File: config.mk
export PLATFORM = sky130hd
export DESIGN_NAME = usb_ep_ctl_bank
export DESIGN_NICKNAME = d
export VERILOG_FILES = /design/src/rtl/epctl_pkg.sv /design/src/rtl/epctl_regfile.sv /design/src/rtl/epctl_admit.sv /design/src/rtl/epctl_rdport.sv /design/src/rtl/usb_ep_ctl_bank.sv
export SDC_FILE = /design/constraint.sdc
export NUM_CORES = 1
export LEC_CHECK = 0
export BUFFER_PORTS_ARGS = -buffer_cell sky130_fd_sc_hd__clkbuf_2
export CAP_MARGIN = 25
export CORE_ASPECT_RATIO = 0.6
export CORE_MARGIN = 3
export CORE_UTILIZATION = 50
export DETAILED_ROUTE_END_ITERATION = 8
export PLACE_DENSITY = 0.68
export SLEW_MARGIN = 20
export SYNTH_ARGS = -nofsm -noshare
export SYNTH_HDL_FRONTEND = slang
export SYNTH_SLANG_ARGS = --single-unit
File: constraint.sdc
create_clock -name clk -period 1.78 [get_ports clk]
set_clock_uncertainty 0.05 [all_clocks]
set_input_delay 0 -clock clk [delete_from_list [all_inputs] [get_ports clk]]
set_output_delay 0 -clock clk [all_outputs]
set_load 0.02 [all_outputs]
File: src/rtl/epctl_pkg.sv
package epctl_pkg;
   // field positions inside one endpoint register (decoded by the admission logic)
   localparam int FB_STALL = 0;
   localparam int FB_IN    = 1;
   localparam int FB_OUT   = 2;
   localparam int FB_NOCTL = 3;
   localparam int FB_HSK   = 4;
   localparam int FIELD_W  = 5;

   typedef logic [FIELD_W-1:0] ep_field_t;

   typedef enum logic [1:0] {
      TK_OUT   = 2'b00,
      TK_IN    = 2'b01,
      TK_SETUP = 2'b10,
      TK_RSVD  = 2'b11
   } tok_kind_e;
endpackage

File: src/rtl/epctl_regfile.sv
module epctl_regfile
   import epctl_pkg::*;
#(
   parameter int NUM_EP = 16,
   parameter int ADDR_W = 4
) (
   input  logic                    clk,
   input  logic                    rst_n,
   input  logic                    sie_reset,
   input  logic                    wr_en,
   input  logic [ADDR_W-1:0]       wr_addr,
   input  ep_field_t               wr_field,
   input  logic                    stall_set,
   input  logic [ADDR_W-1:0]       stall_ep,
   output ep_field_t [NUM_EP-1:0]  regs
);
   for (genvar e = 0; e < NUM_EP; e++) begin : g_ep
      logic      hit_wr;
      logic      hit_stall;
      ep_field_t q;
      ep_field_t d;

      assign hit_wr    = wr_en && (wr_addr == ADDR_W'(e));
      assign hit_stall = stall_set && (stall_ep == ADDR_W'(e));

      always_comb begin
         d = q;
         if (hit_wr)    d = wr_field;
         if (hit_stall) d[FB_STALL] = 1'b1;
         if (sie_reset) d[FB_STALL] = 1'b0;
      end

      always_ff @(posedge clk or negedge rst_n) begin
         if (!rst_n) q <= '0;
         else        q <= d;
      end

      assign regs[e] = q;
   end
endmodule

File: src/rtl/epctl_admit.sv
module epctl_admit
   import epctl_pkg::*;
#(
   parameter int NUM_EP = 16,
   parameter int ADDR_W = 4
) (
   input  ep_field_t [NUM_EP-1:0]  regs,
   input  logic                    tok_valid,
   input  logic [1:0]              tok_kind,
   input  logic [ADDR_W-1:0]       tok_ep,
   output logic                    accept,
   output logic                    handshake
);
   ep_field_t sel;
   logic      kind_ok;
   tok_kind_e kind;

   assign kind = tok_kind_e'(tok_kind);

   always_comb begin
      sel = '0;
      for (int i = 0; i < NUM_EP; i++) begin
         if (tok_ep == ADDR_W'(i)) sel = regs[i];
      end
   end

   always_comb begin
      unique case (kind)
         TK_OUT:   kind_ok = sel[FB_OUT];
         TK_IN:    kind_ok = sel[FB_IN];
         TK_SETUP: kind_ok = sel[FB_OUT] && sel[FB_IN] && !sel[FB_NOCTL];
         default:  kind_ok = 1'b0;
      endcase
   end

   assign accept    = tok_valid && kind_ok;
   assign handshake = accept && sel[FB_HSK];
endmodule

File: src/rtl/epctl_rdport.sv
module epctl_rdport
   import epctl_pkg::*;
#(
   parameter int NUM_EP = 16,
   parameter int ADDR_W = 4,
   parameter int DATA_W = 8
) (
   input  logic                    clk,
   input  logic                    rst_n,
   input  ep_field_t [NUM_EP-1:0]  regs,
   input  logic [ADDR_W-1:0]       addr,
   output logic [DATA_W-1:0]       rdata
);
   ep_field_t sel;

   always_comb begin
      sel = '0;
      for (int i = 0; i < NUM_EP; i++) begin
         if (addr == ADDR_W'(i)) sel = regs[i];
      end
   end

   always_ff @(posedge clk or negedge rst_n) begin
      if (!rst_n) rdata <= '0;
      else        rdata <= DATA_W'(sel);
   end
endmodule

File: src/rtl/usb_ep_ctl_bank.sv
module usb_ep_ctl_bank
   import epctl_pkg::*;
#(
   parameter int NUM_EP = 16,
   parameter int DATA_W = 8,
   localparam int ADDR_W = (NUM_EP > 1) ? $clog2(NUM_EP) : 1
) (
   input  logic              clk,
   input  logic              rst_n,
   input  logic              sie_reset,
   input  logic [ADDR_W-1:0] reg_addr,
   input  logic [DATA_W-1:0] reg_wdata,
   input  logic              reg_wr,
   output logic [DATA_W-1:0] reg_rdata,
   input  logic              stall_set,
   input  logic [ADDR_W-1:0] stall_ep,
   input  logic              tok_valid,
   input  logic [1:0]        tok_kind,
   input  logic [ADDR_W-1:0] tok_ep,
   output logic              tok_accept,
   output logic              tok_handshake
);
   if (NUM_EP < 1 || NUM_EP > 16) begin : g_bad_ep
      $error("usb_ep_ctl_bank: NUM_EP must be 1..16");
   end
   if (DATA_W < FIELD_W + 1) begin : g_bad_dw
      $error("usb_ep_ctl_bank: DATA_W too narrow for the field layout");
   end

   ep_field_t [NUM_EP-1:0] ep_regs;
   logic                   unused_wdata_hi;

   assign unused_wdata_hi = ^reg_wdata[DATA_W-1:FIELD_W];

   epctl_regfile #(.NUM_EP(NUM_EP), .ADDR_W(ADDR_W)) i_regs (
      .clk       (clk),
      .rst_n     (rst_n),
      .sie_reset (sie_reset),
      .wr_en     (reg_wr),
      .wr_addr   (reg_addr),
      .wr_field  (reg_wdata[FIELD_W-1:0]),
      .stall_set (stall_set),
      .stall_ep  (stall_ep),
      .regs      (ep_regs)
   );

   epctl_admit #(.NUM_EP(NUM_EP), .ADDR_W(ADDR_W)) i_admit (
      .regs      (ep_regs),
      .tok_valid (tok_valid),
      .tok_kind  (tok_kind),
      .tok_ep    (tok_ep),
      .accept    (tok_accept),
      .handshake (tok_handshake)
   );

   epctl_rdport #(.NUM_EP(NUM_EP), .ADDR_W(ADDR_W), .DATA_W(DATA_W)) i_rd (
      .clk   (clk),
      .rst_n (rst_n),
      .regs  (ep_regs),
      .addr  (reg_addr),
      .rdata (reg_rdata)
   );
endmodule

After elaboration in Yosys (flattened, before gate mapping)
Index checks and enable logic that the tools add are counted. Widths: inputs -> output; s select.

Output and inout bits: 10. Flip-flop bits (word level): 85. Bits in writable memories: 0. Logic and storage cells: 218. Input port bits: 28. ROM bits: 0. Latch bits: 0. Memories: 0.

Multipliers: 0. Bitwise gates (word level): 0. Divide/modulo/power cells: 0. Mux-type cells: 81. $lt $le $gt $ge: 0. Reduce and logical (&&, ||, !) cells: 57. Shifts and indexed selects: 0. Eq/ne operators: 47. $add $sub $neg: 0.

Operators by type and width (number): $mux 5 (32); $eq 4x4->1 const B (24); $eq 4x3->1 const B (12); $mux 1 (48); $reduce_bool 3->1 (16); $logic_and 1x1->1 (36); $eq 4x2->1 const B (6); $eq 4x1->1 const B (3); $logic_not 4->1 (3); $pmux 1 s3 (1); $eq 2x1->1 const B (1); $eq 2x2->1 const B (1); $logic_not 2->1 (1); $logic_not 1->1 (1).

Logic depth before layout (Yosys ltp)
Depth in word-level cells: 22. Depth in mapped cells: 9.

Cells and area by module
A second synthesis with hierarchy kept.

Cell total of the unflattened synthesis: 501. Area, all modules: 5295.1 um^2.

By module, submodules not included: epctl_regfile (cells an instance 241, instances 1, area each 3281.9 um^2); epctl_rdport (cells an instance 141, instances 1, area each 1122.3 um^2); epctl_admit (cells an instance 119, instances 1, area each 890.9 um^2).

Worst setup path after synthesis
Ideal clock, no wire load.

Path kind: register -> output. Start point: register i_regs.g_ep[14].q[3]. End point: output tok_accept. Slack: -0.021 ns. Cell stages (with the launch flop): 7. Data required time: 1.730 ns. Arrival: 1.751 ns. Cell sequence: dfrtp_1 mux2_4 a22oi_2 o21bai_1 a221oi_2 o41ai_2 nor3_1.

Cells in the longest elaborated chain, start to end: 6.

Ends and longest elaborated chain: from (decl) (line epctl_regfile.sv:20) `ep_field_t q;`; from (signal assigned) (line epctl_regfile.sv:34) `if (!rst_n) q <= '0;`; from (signal assigned) (line epctl_regfile.sv:35) `else q <= d;`; $mux 5 (2 in series) (line epctl_admit.sv:23) `if (tok_ep == ADDR_W'(i)) sel = regs[i];`; $logic_not 1->1 (line epctl_admit.sv:31) `TK_SETUP: kind_ok = sel[FB_OUT] && sel[FB_IN] && !sel[FB_NOCTL];`; $logic_and 1x1->1 (line epctl_admit.sv:31); $pmux 1 s3 (line epctl_admit.sv:28) `unique case (kind)`; $logic_and 1x1->1 (line epctl_admit.sv:36) `assign accept = tok_valid && kind_ok;`; to (decl) (line usb_ep_ctl_bank.sv:20) `output logic tok_accept,`.

Every way passes these cells.

Worst setup path after layout
Start point: register i_regs.g_ep[11].q[1]. End point: output tok_accept.

Cells in the longest elaborated chain, start to end: 9.

Ends and longest elaborated chain (line): from (decl) (epctl_regfile.sv:20); from (signal assigned) (epctl_regfile.sv:34); from (signal assigned) (epctl_regfile.sv:35); $mux 5 (*) (5 in series) (epctl_admit.sv:23); $logic_and 1x1->1 (2 in series) (epctl_admit.sv:31); $pmux 1 s3 (*) (epctl_admit.sv:28); $logic_and 1x1->1 (*) (epctl_admit.sv:36).

Mark *: on every way between the ends. The rest lies on a longest branch, timed or not.

==> metrics.txt <==
# TYPE chip_impl_metric gauge
chip_impl_metric{name="die_h",unit="um"} 83.9
chip_impl_metric{name="max_freq",unit="MHz"} 473
chip_impl_metric{name="synthesis.area",unit="sq um"} 5060
chip_impl_metric{name="area.sequential",unit="sq um"} 2130
chip_impl_metric{name="max-vdd-ir-drop",unit="uV"} 628
chip_impl_metric{name="maxCapViolCount",unit=""} 0
chip_impl_metric{name="multi_input_area",unit="sq um"} 2800
chip_impl_metric{name="die_x",unit="um"} 136
chip_impl_metric{name="leakagePower",unit="uW"} 0.00276
chip_impl_info{name="ys_top_cells_by_area",value="dfrtp_1 42%, mux2_2 14%, mux2i_1 6.9%, a21oi_1 4.0%, nand2_1 3.3%"} 1
chip_impl_metric{name="swShare",unit="%"} 32.9
chip_impl_metric{name="placement.cell_area",unit="sq um"} 5810
chip_impl_metric{name="floorplan.io_pins",unit=""} 38
chip_impl_info{name="crit_path_start_kind",value="flop"} 1
chip_impl_metric{name="layout.core_utilization",unit="%"} 66.3
chip_impl_metric{name="share_comb_of_total_power",unit="%"} 26.4
chip_impl_info{name="crit_path_end_kind",value="output port"} 1
chip_impl_metric{name="detailed_route_drc_error_count",unit=""} 0
chip_impl_metric{name="pwr-share-seq",unit="%"} 43.3
chip_impl_metric{name="synthArstFlopShare",unit="%"} 100
chip_impl_info{name="cts_tree",value="yes"} 1
chip_impl_info{name="postSynth.topFlopCell",value="dfrtp_1"} 1
chip_impl_metric{name="cellInternalPower",unit="uW"} 4130
chip_impl_info{name="criticalPathCategory",value="reg -> out"} 1
chip_impl_metric{name="initial_core_util",unit="%"} 53.3
chip_impl_metric{name="setup_violations",unit=""} 2
chip_impl_info{name="class_of_the_most_critical_hold_timing_path",value="in -> reg"} 1
chip_impl_info{name="cts_root_buffer",value="clkbuf_16"} 1
chip_impl_metric{name="cts-htree-levels",unit=""} 3
chip_impl_metric{name="post-layout-total-power",unit="uW"} 6150
chip_impl_metric{name="timing.final.crit_share",unit="%"} 119
chip_impl_metric{name="route.final.wire_length",unit="mm"} 16.7
chip_impl_metric{name="number_of_antenna_violations_at_the_first_check_in_global_routing",unit=""} 0
chip_impl_info{name="yosysTopAreaCell",value="dfrtp_1"} 1
chip_impl_metric{name="net-switching-power",unit="uW"} 2030
chip_impl_info{name="status",value="finished with violations"} 1
chip_impl_metric{name="worst-endpoint-arrival",unit="ns"} 2.07
chip_impl_metric{name="final_hold_viol_count",unit=""} 0
chip_impl_metric{name="dieArea",unit="sq um"} 11400
chip_impl_metric{name="slew_hr",unit="%"} 66.5
chip_impl_metric{name="globalRoute.totalOverflow",unit=""} 0
chip_impl_metric{name="cts-buffers-inserted",unit=""} 9
chip_impl_metric{name="clk_path_buf_depth",unit=""} 2
chip_impl_info{name="grt_busiest_layer",value="met1"} 1
chip_impl_metric{name="number_of_placed_instances_taps_included",unit=""} 698
chip_impl_metric{name="p_clk_share",unit="%"} 30.2
chip_impl_metric{name="route.detailed.vias_per_inst",unit=""} 6.27
chip_impl_metric{name="fin_cells",unit=""} 724
chip_impl_metric{name="wire_length_of_the_first_global_routing_pass",unit="mm"} 26.1
chip_impl_metric{name="portBuffers",unit=""} 31
chip_impl_metric{name="coreArea",unit="sq um"} 9490
chip_impl_metric{name="clock_sinks",unit=""} 85
chip_impl_metric{name="post_synth_num_cell_types",unit=""} 56
chip_impl_metric{name="floorplan.rows",unit=""} 27
chip_impl_metric{name="fin_nets",unit=""} 617
chip_impl_metric{name="postLayoutSetupSlackWorst",unit="ns"} -0.336
chip_impl_info{name="yosys-top-cells-count",value="85 x dfrtp_1, 63 x mux2_2, 44 x nand2_1"} 1
chip_impl_metric{name="drive_gt1_share",unit="%"} 36.4
chip_impl_metric{name="grt_use_met2",unit="%"} 41.7
chip_impl_metric{name="routabilityCongestion",unit=""} 0.931
chip_impl_metric{name="ys_seq_area_share",unit="%"} 42.0
chip_impl_metric{name="dp.final_hpwl",unit="mm"} 12.8
chip_impl_info{name="synth_most_common_cell",value="dfrtp_1"} 1
chip_impl_metric{name="drt.antenna.violating_nets",unit=""} 0
chip_impl_metric{name="design_area",unit="sq um"} 6300
chip_impl_metric{name="netlist_instances",unit=""} 498
chip_impl_metric{name="synth_largest_type_area_fraction",unit="%"} 42.0
chip_impl_metric{name="first_global_vias",unit=""} 4400
chip_impl_metric{name="synth_edf_count",unit=""} 0
chip_impl_metric{name="use_met1",unit="%"} 46.7
chip_impl_metric{name="final_max_slew_viol_count",unit=""} 0
chip_impl_metric{name="layout-area-overhead-vs-synth",unit="%"} 24.5
chip_impl_metric{name="ys_ff_latch",unit=""} 85
chip_impl_metric{name="worst_skew_pair.late_latency",unit="ns"} 0.35
chip_impl_metric{name="power_per_cell_area",unit="nW/um^2"} 977
chip_impl_metric{name="clkSlewWorstSetupHoldPaths",unit="ns"} 0.07
chip_impl_metric{name="r2r_setup_slack",unit="ns"} 0.05
chip_impl_metric{name="final.min_clock_period",unit="ns"} 2.12
chip_impl_metric{name="tightest_slew",unit="ns"} 0.489
chip_impl_metric{name="antenna_cells",unit=""} 0
chip_impl_metric{name="global_routing_met3_resource_utilization",unit="%"} 9.70
chip_impl_metric{name="drt_first_iter_violations",unit=""} 487
chip_impl_info{name="rsz_0062_raised_after_global_routing",value="true"} 1
chip_impl_metric{name="pin_count_of_the_biggest_net_entering_global_routing",unit=""} 45
chip_impl_metric{name="grtUsageTotal",unit="%"} 30.6
chip_impl_metric{name="num_vias",unit=""} 4540
chip_impl_metric{name="drt-pass1-iter-count",unit=""} 8
chip_impl_metric{name="yosys_warnings",unit=""} 0
chip_impl_info{name="failed_checks",value="setup timing"} 1
chip_impl_metric{name="worst-endpoint-required",unit="ns"} 1.73
chip_impl_metric{name="crit_fanout",unit=""} 2
chip_impl_metric{name="fillers",unit=""} 748
chip_impl_metric{name="wl_per_cell",unit="um"} 23.0
chip_impl_metric{name="avgSynthCellArea",unit="sq um"} 10.2
==> per-stage QoR <==
stage          hold slack, ns  setup slack [ns]  TNS, ns
2_1_floorplan          -0.346           -0.0213  -0.0397
3_3_place_gp           -0.160           -0.0848   -0.167
3_5_place_dp           -0.155            -0.167   -0.354
4_1_cts               0.00166            -0.357   -0.689
5_1_grt                0.0426            -0.428   -0.839
6_report               0.0127            -0.336   -0.666
==> path summary, 6_finish.rpt <==
check,from,to,depth (start not counted)
hold / removal,stall_set,i_regs.g_ep[11].q[0],5
setup reg to reg,i_regs.g_ep[2].q[2],i_rd.rdata[2],5
hold reg to reg,i_regs.g_ep[8].q[4],i_regs.g_ep[8].q[4],1
min in group asynchronous,rst_n,i_regs.g_ep[14].q[3],2
max in group asynchronous,rst_n,i_regs.g_ep[14].q[0],3
setup / recovery,i_regs.g_ep[11].q[1],tok_accept,6
==> state kept, by name (all words and copies together) (netlist names) <==
name and cells:
i_rd.rdata 5, i_regs.g_ep.q 80
==> repair_timing <==
item	in CTS	in global routing
endpoints found under the setup margin	3	4
hold buffers	8	0
resized for setup	10	16
setup buffers	1	1
pin swaps	6	5
endpoints found under the hold margin	97	0
cloned	0	0
==> kinds of logic after synthesis <==
kind of cell / after synthesis / share of synthesized area (%)
buffers and inverters: 48 / 4.65
AOI/OAI and AO/OA: 117 / 14.9
other: 1 / 0.0741
and+or+nand+nor: 139 / 13.3
muxes: 108 / 25.1
DFF: 85 / 42.0
==> layout by cell type (no fill, tap or decap), types with 2 or more instances in the layout <==
cell            n
a221oi_1        2
and3_1          2
mux2_2         63
conb_1          3
inv_6           4
o21ai_0        20
dfrtp_1        84
o22ai_1        14
nand2b_1        7
mux2i_1        34
nor2_2          3
nor2b_1        17
clkbuf_2       28
o211ai_1        2
nor2_1         30
nand2_1        43
a311o_1         2
buf_12          5
buf_4          73
nand3_1        13
a21oi_1        39
inv_1          11
nor3_1         12
o2bb2ai_1       2
a22oi_1         4
o32a_1          3
a31oi_1         4
a221oi_2        3
clkbuf_16       9
nor3b_1         3
o21ai_1         2
a211oi_1        2
mux4_2          8
dlygate4sd3_1   8
==> metal layers <==
metal  part of all wire, %  vias up  wire [um]
li1                      -     2017          -
met1                    46     2270       7650
met2                    41      224       6860
met3                    11       29       1850
met4                   1.9        0        318
met5                     0        -          0
==> worst max-delay path, stage by stage, from the launching register on <==
cell and delay, ns:
dfrtp_1 0.38, mux4_2 0.48, a21oi_2 0.12, nor2_1 0.05, o41ai_2 0.41, nor3_1 0.10
buf_4 0.17
==> final cells by class <==
cell class	count	share of cell area (%)
Clock buffer	9	3.58
Tap cell	130	2.58
Inverter	12	0.715
Clock inverter	7	1.07
Timing Repair Buffer	114	13.8
Multi-Input combinational cell	367	44.5
Sequential cell	85	33.8
==> power groups by stage <==
stage	Sequential [uW]	Clock [uW]	Combinational, uW
after floorplan	2540	0	893
after global placement	2660	0	1480
after detailed placement	2680	0	1510
after CTS	2650	1890	1550
after global routing	2700	1980	1740
final	2670	1860	1630
Note: power is estimated with default switching activity, not from simulation.
